**src/rtl/hp_pkg.sv**
```systemverilog
package hp_pkg;

    // Phases of one measurement cycle, in the order they run.
    typedef enum logic [1:0] {
        PH_GATE  = 2'd0,
        PH_ARM   = 2'd1,
        PH_LATCH = 2'd2,
        PH_CLEAR = 2'd3
    } hp_phase_e;

    // Control strobes decoded from the phase sequencer.
    typedef struct packed {
        logic gate;    // counting window open
        logic arm;     // first one-shot: settling pause
        logic latch;   // single-cycle capture strobe
        logic clear;   // third one-shot: counter held at zero
    } hp_strobe_s;

    function automatic hp_phase_e hp_next_phase(input hp_phase_e cur);
        case (cur)
            PH_GATE:  return PH_ARM;
            PH_ARM:   return PH_LATCH;
            PH_LATCH: return PH_CLEAR;
            default:  return PH_GATE;
        endcase
    endfunction

    function automatic int hp_max(input int a, input int b);
        return (a > b) ? a : b;
    endfunction

endpackage

```
**src/rtl/hp_phase_seq.sv**
```systemverilog
module hp_phase_seq
    import hp_pkg::*;
#(
    parameter int GATE_LEN  = 200,
    parameter int PULSE_LEN = 4
) (
    input  logic       clk,
    input  logic       rst,
    output hp_strobe_s strobe_o
);
    localparam int MAXLEN = hp_max(GATE_LEN, PULSE_LEN);
    localparam int TW     = $clog2(MAXLEN + 1);

    hp_phase_e    phase_q;
    logic [TW-1:0] timer_q;
    logic [TW-1:0] limit;
    logic          last_tick;

    always_comb begin
        limit     = (phase_q == PH_GATE) ? TW'(GATE_LEN - 1) : TW'(PULSE_LEN - 1);
        last_tick = (timer_q == limit);
    end

    always_ff @(posedge clk) begin
        if (rst) begin
            phase_q <= PH_GATE;
            timer_q <= '0;
        end else if (last_tick) begin
            phase_q <= hp_next_phase(phase_q);
            timer_q <= '0;
        end else begin
            timer_q <= timer_q + 1'b1;
        end
    end

    always_comb begin
        strobe_o.gate  = (phase_q == PH_GATE);
        strobe_o.arm   = (phase_q == PH_ARM);
        strobe_o.latch = (phase_q == PH_LATCH) && (timer_q == '0);
        strobe_o.clear = (phase_q == PH_CLEAR);
    end

    // the window closes only after its full length
    assert_gate_len_R1: assert property (@(posedge clk) disable iff (rst)
        $fell(strobe_o.gate) |-> ($past(timer_q) == TW'(GATE_LEN - 1)));

    // capture strobe follows the end of the settling phase
    assert_latch_after_arm_R3: assert property (@(posedge clk) disable iff (rst)
        (strobe_o.arm && last_tick) |=> strobe_o.latch);

    assert_strobe_excl_R1: assert property (@(posedge clk) disable iff (rst)
        $onehot0({strobe_o.gate, strobe_o.arm, strobe_o.clear}));

endmodule

```
**src/rtl/hp_edge_det.sv**
```systemverilog
module hp_edge_det (
    input  logic clk,
    input  logic rst,
    input  logic sig_i,
    output logic rise_o
);
    logic prev_q;

    always_ff @(posedge clk) begin
        if (rst) prev_q <= 1'b0;
        else     prev_q <= sig_i;
    end

    assign rise_o = sig_i & ~prev_q;

endmodule

```
**src/rtl/hp_cycle_counter.sv**
```systemverilog
module hp_cycle_counter #(
    parameter int CNT_W = 16
) (
    input  logic             clk,
    input  logic             rst,
    input  logic             inc_i,
    input  logic             clr_i,
    output logic [CNT_W-1:0] count_o
);
    logic [CNT_W-1:0] count_q;

    always_ff @(posedge clk) begin
        if (rst || clr_i) count_q <= '0;
        else if (inc_i)   count_q <= count_q + 1'b1;
    end

    assign count_o = count_q;

    // no change without a counted edge
    assert_hold_idle_R2: assert property (@(posedge clk) disable iff (rst)
        (!inc_i && !clr_i) |=> $stable(count_o));

    // one step per counted edge
    assert_step_R2: assert property (@(posedge clk) disable iff (rst)
        (inc_i && !clr_i) |=> (count_o == $past(count_o) + 1'b1));

    // clear phase leaves the counter at zero
    assert_clear_R6: assert property (@(posedge clk) disable iff (rst)
        clr_i |=> (count_o == '0));

endmodule

```
**src/rtl/hp_bit_latch.sv**
```systemverilog
module hp_bit_latch #(
    parameter int CNT_W      = 16,
    parameter int SAMPLE_BIT = 1
) (
    input  logic             clk,
    input  logic             rst,
    input  logic             take_i,
    input  logic [CNT_W-1:0] count_i,
    output logic             drive_o
);
    logic drive_q;

    always_ff @(posedge clk) begin
        if (rst)         drive_q <= 1'b0;
        else if (take_i) drive_q <= ~count_i[SAMPLE_BIT];
    end

    assign drive_o = drive_q;

    // captured level is the inverse of the selected bit
    assert_polarity_R4: assert property (@(posedge clk) disable iff (rst)
        take_i |=> (drive_o == ~$past(count_i[SAMPLE_BIT])));

    // level held between captures
    assert_hold_R5: assert property (@(posedge clk) disable iff (rst)
        !take_i |=> $stable(drive_o));

endmodule

```
**src/rtl/hp_stabilizer.sv**
```systemverilog
module hp_stabilizer
    import hp_pkg::*;
#(
    parameter int GATE_LEN   = 200,
    parameter int PULSE_LEN  = 4,
    parameter int CNT_W      = 16,
    parameter int SAMPLE_BIT = 1
) (
    input  logic clk,
    input  logic rst,
    input  logic osc_in,
    output logic drive_o,
    output logic gate_o
);
    hp_strobe_s       strobe;
    logic             osc_rise;
    logic             count_en;
    logic [CNT_W-1:0] count;

    hp_phase_seq #(
        .GATE_LEN (GATE_LEN),
        .PULSE_LEN(PULSE_LEN)
    ) u_seq (
        .clk     (clk),
        .rst     (rst),
        .strobe_o(strobe)
    );

    hp_edge_det u_edge (
        .clk   (clk),
        .rst   (rst),
        .sig_i (osc_in),
        .rise_o(osc_rise)
    );

    assign count_en = strobe.gate & osc_rise;

    hp_cycle_counter #(
        .CNT_W(CNT_W)
    ) u_cnt (
        .clk    (clk),
        .rst    (rst),
        .inc_i  (count_en),
        .clr_i  (strobe.clear),
        .count_o(count)
    );

    hp_bit_latch #(
        .CNT_W     (CNT_W),
        .SAMPLE_BIT(SAMPLE_BIT)
    ) u_latch (
        .clk    (clk),
        .rst    (rst),
        .take_i (strobe.latch),
        .count_i(count),
        .drive_o(drive_o)
    );

    assign gate_o = strobe.gate;

    // closed window never lets the count move, except by clearing
    assert_no_count_closed_R2: assert property (@(posedge clk) disable iff (rst)
        (!gate_o && !strobe.clear) |=> $stable(count));

endmodule

```
**config.mk**
```make
export PLATFORM = sky130hd
export DESIGN_NAME = hp_stabilizer
export DESIGN_NICKNAME = d
export VERILOG_FILES = /design/src/rtl/hp_pkg.sv /design/src/rtl/hp_phase_seq.sv /design/src/rtl/hp_edge_det.sv /design/src/rtl/hp_cycle_counter.sv /design/src/rtl/hp_bit_latch.sv /design/src/rtl/hp_stabilizer.sv
export SDC_FILE = /design/constraint.sdc
export NUM_CORES = 1
export LEC_CHECK = 0
export ABC_AREA = 1
export CAP_MARGIN = 20
export CORE_MARGIN = 5
export CORE_UTILIZATION = 39
export DETAILED_ROUTE_END_ITERATION = 10
export GPL_TIMING_DRIVEN = 0
export HOLD_SLACK_MARGIN = 0.02
export PLACE_DENSITY = 0.58
export SYNTH_ARGS = -nofsm -noshare
export SYNTH_HDL_FRONTEND = slang
export SYNTH_SLANG_ARGS = --single-unit
```
**constraint.sdc**
```tcl
create_clock -name clk -period 1.08 [get_ports clk]
set_input_delay 0.216 -clock clk [delete_from_list [all_inputs] [get_ports clk]]
set_output_delay 0.216 -clock clk [all_outputs]
set_load 0.02 [all_outputs]
```
* Yosys cells after proc, flatten, opt, wreduce, memory -nomap -nowiden
Cells that the tools add are included.
** Operators by class
- Bitwise logic cells :: 4
- Mux-type cells :: 2
- Equal/unequal tests :: 4
- Reductions and logical operators :: 5
- Add/subtract/negate cells :: 2
** Operators by type and width (count)
- 16-bit by 1-bit adder with 16-bit output (second input constant) :: 1
- 8-bit by 1-bit adder with 8-bit output (second input constant) :: 1
- 8-bit == test :: 1
- 8-bit logical NOT :: 1
- 8-bit 2-to-1 mux :: 1
- 2-bit one-hot mux with 3 select lines :: 1
- 2-bit == test (second input constant) :: 2
- 1-bit AND :: 2
- 2-bit by 1-bit == test with 1-bit output (second input constant) :: 1
- 2-bit logical NOT :: 1
- 1-bit inverter :: 2
- 2-bit OR reduction :: 1
- 1-bit logical AND :: 1
- 1-bit logical OR :: 1
** Storage, ports and cells
- Logic and storage cells :: 22
- Flip-flop bits (word level) :: 28
- Output and inout port bits :: 2
- Input bits :: 3

* Depth between registers and ports, before layout
- Depth in word-level cells :: 4
- Depth in mapped cells :: 8

* Modules after synthesis
Synthesis repeated with hierarchy kept, for this count alone.
** Unflattened totals
- Cell total of the unflattened synthesis :: 202
- Area total of the unflattened synthesis :: 1455.1 µm²
** Modules (own cells, without submodules)
- hp_cycle_counter :: cells an instance 117, instances 1, area an instance 792.0 µm², seq. area each 320.3 µm²
- hp_phase_seq :: cells an instance 73, instances 1, area an instance 583.1 µm², seq. area each 200.2 µm²
- hp_bit_latch :: cells an instance 6, instances 1, area an instance 41.3 µm², seq. area each 20.0 µm²
- hp_edge_det :: cells an instance 4, instances 1, area an instance 31.3 µm², seq. area each 20.0 µm²
- hp_stabilizer :: cells an instance 2, instances 1, area an instance 7.5 µm², seq. area each 0.0 µm²

* Worst setup path after synthesis
No wires, ideal clock.
- Kind :: reg2reg
- From :: reg u_seq.phase_q[0]
- To :: reg u_cnt.count_q[1] (netlist: u_cnt.count_o[1])
- Cell stages (with the launch flop) :: 8
- Setup time :: 0.119 ns
- Period minus slack after synthesis :: 1.348 ns
- Data arrival time :: 1.229 ns
- Slack :: -0.268 ns
- Required time :: 0.961 ns
- Path through :: dfxtp_1 > inv_1 > ha_1 > inv_1 > nor2_1 > nand3_1 > o21ai_0 > a21oi_1
** Between the ends
- Cells in the longest elaborated chain, start to end :: 2
** RTL lines
- start, declared :: line hp_phase_seq.sv:14 : hp_phase_e phase_q;
- start signal, assigned :: line hp_phase_seq.sv:29 : phase_q <= hp_next_phase(phase_q);
- 2-bit logical NOT :: line hp_phase_seq.sv:37 : strobe_o.gate = (phase_q == PH_GATE);
- via gate_o :: line hp_stabilizer.sv:13 : output logic gate_o
- 1-bit AND :: line hp_stabilizer.sv:36 : assign count_en = strobe.gate & osc_rise;
- end signal, assigned :: line hp_cycle_counter.sv:14 : else if (inc_i) count_q <= count_q + 1'b1;
- end, declared :: line hp_cycle_counter.sv:10 : logic [CNT_W-1:0] count_q;
The timed path passes the listed nets, and every way through them passes these cells.
A chain may end at the register's enable or synchronous reset.

* Final worst setup path
- From :: reg u_seq.phase_q[0]
- To :: out gate_o
** Between the ends
- Cells in the longest elaborated chain, start to end :: 1
** RTL lines (line)
- 2-bit logical NOT :: hp_phase_seq.sv:37
- end, declared :: hp_stabilizer.sv:13
No other way between the ends.

==> flow_summary_export.csv <==
group,metric,value,unit
sta,timing.final.ws_setup,-0.112,ns
sta,finClkSkew,0.000903,ns
logic_synthesis,synth_top_cell_area_share,36.8,%
routing,drt-pass1-iter-count,4,
logic_synthesis,synthAdderAreaFrac,9.87,%
grt,track_usage,12.6,%
sta,max_freq,839,MHz
placed_design,port_buffers,4,
power,ir_drop,0.000774,V
routing,vias,657,
logic_synthesis,async_reset_ff_share,0,%
floorplanning,fp.dieH,54.2,um
final_layout,layout-drive-gt1-share,39.8,%
logic_synthesis,synthMuxAreaShare,0,%
critical_path,critPathBufInv,2,
clock_tree,cts_made_buffers,3,
clock_tree,cts_sinks,14,
floorplanning,die-area,0.00293,mm^2
logic_synthesis,synth_area,761,um^2
clock_tree,path_clk_slew,0.09,ns
grt,grt_max_degree,9,
clock_tree,cts_max_level,1,
clock_tree,hold_buffers,0,
power,power_frac_seq,53.0,%
grt,grt_remaining_overflow,0,
final_layout,antennaDiodeCount,0,
critical_path,crit_chain,"inv_2, ha_4, buf_6",
logic_synthesis,ys_top_cells_by_area,"dfxtp_1, inv_1, ha_1",
critical_path,critical_path.max_fanout,4,
routing,drc_errors,0,
critical_path,arrival,0.98,ns
logic_synthesis,synth_compound_area_share,9.54,%
sta,holdWs,0.451,ns
floorplanning,start_util,40.0,%
sta,hold_viol,0,
sta,setup_viol_count_final,13,
final_layout,syn_to_final_growth,37.0,%
final_layout,fin_nets,128,
logic_synthesis,yosysMostFrequentCell,"inv_1",
logic_synthesis,yosysWarnings,0,
critical_path,slowest_stage,"dfxtp_2",
logic_synthesis,synth-edff-count,0,
logic_synthesis,ys_seq_area_share,36.8,%
clock_tree,cts_tree,"done",
floorplanning,num_io_pins,5,
critical_path,end_kind,"output port",
outcome,violations,"setup timing",
critical_path,start_kind,"register",
final_layout,fillCellCount,184,
clock_tree,clock_path_buffers,2,
routing,wire_per_inst,10.4,um
power,power.switching,0.252,mW
logic_synthesis,synth_seq_cells,14,
critical_path,slowest_delay,0.35,ns
outcome,outcome,"finished, violations left",
placed_design,placed_area,866,um^2
run,max_cap_violations,0,
worst_hold_path,hold_path_class,"register to register",
power,comb_power_share,9.8,%
logic_synthesis,synth_xor_area_share,2.30,%
grt,antenna_found_initial,0,
critical_path,crit_type,"register to output port",
power,swShare,24.2,%
sta,slew_headroom,83.4,%
sta,min_period,1.19,ns
grt,grt_pass1_wl,2590,um
final_layout,post-route-cell-area,0.00104,mm^2
logic_synthesis,synthFlopType,"dfxtp_1",
logic_synthesis,synth_area_leader_cell,"dfxtp_1",
grt,grt_pass1_vias,637,
power,p_int,0.789,mW
routing,vias_per_cell,4.53,
clock_tree,clk_latency,0.28,ns
critical_path,cpLargestDelayFamily,"flip-flops",
logic_synthesis,syn_nets,111,
floorplanning,core-area,0.00190,mm^2
clock_tree,root_buffer,"clkbuf_4",
logic_synthesis,synthSimpleGateAreaFrac,30.6,%
routing,drt-total-wl,1510,um
logic_synthesis,synth_top_family_by_area,"simple AND/OR/NAND/NOR gates",
critical_path,cp.required,0.86,ns
placed_design,gp_congestion,0.663,
power,power.leakage,0.450,nW
sta,tightest_slew,0.249,ns
floorplanning,row_count,16,
logic_synthesis,synth_commonest_cells,"inv_1, nand2_1, dfxtp_1",
sta,fin_crit_sh,110,%
sta,rsz0062_at_grt,"yes",
logic_synthesis,avgSynthCellArea,7.46,um^2
power,p_clk_share,37.2,%
sta,setup_tns,-0.562,ns
placed_design,hpwl,1000,um
floorplanning,die_w,54.2,um
power,finalPower,1.04,mW
power,powerDensity,999,mW/mm^2
final_layout,fin_util,54.8,%
routing,ant_nets,0,
sta,slew_viol_final,0,
logic_synthesis,syn_inst,102,
routing,drt-initial-drc-count,11,
logic_synthesis,ys_types,18,
## layer usage
metal / global-route usage, % / vias up / part of all wire, %
met5: 0 / - / 0
met1: 15.4 / 296 / 46
met2: 20.1 / 7 / 49
met3: 3.32 / 2 / 4.1
li1: - / 352 / -
met4: 6.22 / 0 / 1.2
## timing repair
| action | 4_1_cts | 5_1_grt |
|---|---|---|
| gates resized for setup | 18 | 14 |
| pin swaps | 7 | 10 |
| setup endpoints to repair | 15 | 14 |
| setup buffers | 6 | 2 |
## final timing paths
check	slack, ns	end	cells after the start	start
min reg2reg	0.45	u_seq.timer_q[0]	1	u_seq.timer_q[0]
max	-0.11	gate_o	3	u_seq.phase_q[0]
max reg2reg	-0.05	u_seq.phase_q[1]	7	u_seq.timer_q[0]
min	0.45	u_seq.timer_q[0]	1	u_seq.timer_q[0]
## power groups by stage
stage | Combinational [mW] | Sequential (mW) | Clock, mW
6_report | 0.102 | 0.551 | 0.388
5_1_grt | 0.115 | 0.555 | 0.429
4_1_cts | 0.0857 | 0.552 | 0.398
3_5_place_dp | 0.0725 | 0.563 | 0
3_3_place_gp | 0.0723 | 0.563 | 0
2_1_floorplan | 0.0545 | 0.560 | 0
## cells by family after synthesis
logic type      count (synthesis)
xor+xnor                        2
flops                          14
simple gates                   47
fa+ha+maj                       6
buf+inv                        22
compound gates                 11
## worst reg2reg max path: stages (launching register included)
cell and delay, ns:
dfxtp_4 0.38, ha_4 0.16, nand2_4 0.05, nor2_4 0.14, nand3_4 0.12, nand2_2 0.09
inv_2 0.04, nor2_2 0.09
## layout make-up
class	count	area [um^2]	share of cell area, %
repair buffers	12	100	9.60
multi-input cells	66	498	47.8
inverters	22	82.6	7.92
flip-flops and latches	14	292	28.0
well taps	27	33.8	3.24
clock buffers	4	36.3	3.48
## cells in the final DEF, fill, tap and decap left out, types with 2 or more instances in the layout
cell type	n
ha_4	3
buf_4	7
dfxtp_1	9
o21ai_0	2
inv_2	5
clkdlybuf4s50_1	2
clkbuf_4	3
nand3_1	5
nand2_2	4
nor2_4	3
inv_1	17
nand3_2	3
buf_6	2
nand2_1	13
nand2_4	2
a21oi_1	2
dfxtp_2	3
nand4_1	4
ha_1	3
a21oi_2	5
nor2_1	10
dfxtp_4	2
## registers in the layout (all words and copies together) (netlist names)
register and flops:
u_seq.phase_q 2, u_seq.timer_q 8, u_latch.drive_o 1, u_edge.prev_q 1, u_cnt.count_o 2
## stage by stage
step / std cells / setup WS (ns)
2_1_floorplan: 102 / -0.0489
3_3_place_gp: 133 / -0.295
3_5_place_dp: 133 / -0.306
4_1_cts: 143 / -0.112
5_1_grt: 145 / -0.163
6_report: 145 / -0.112
Power figures use the tool's default switching activity.
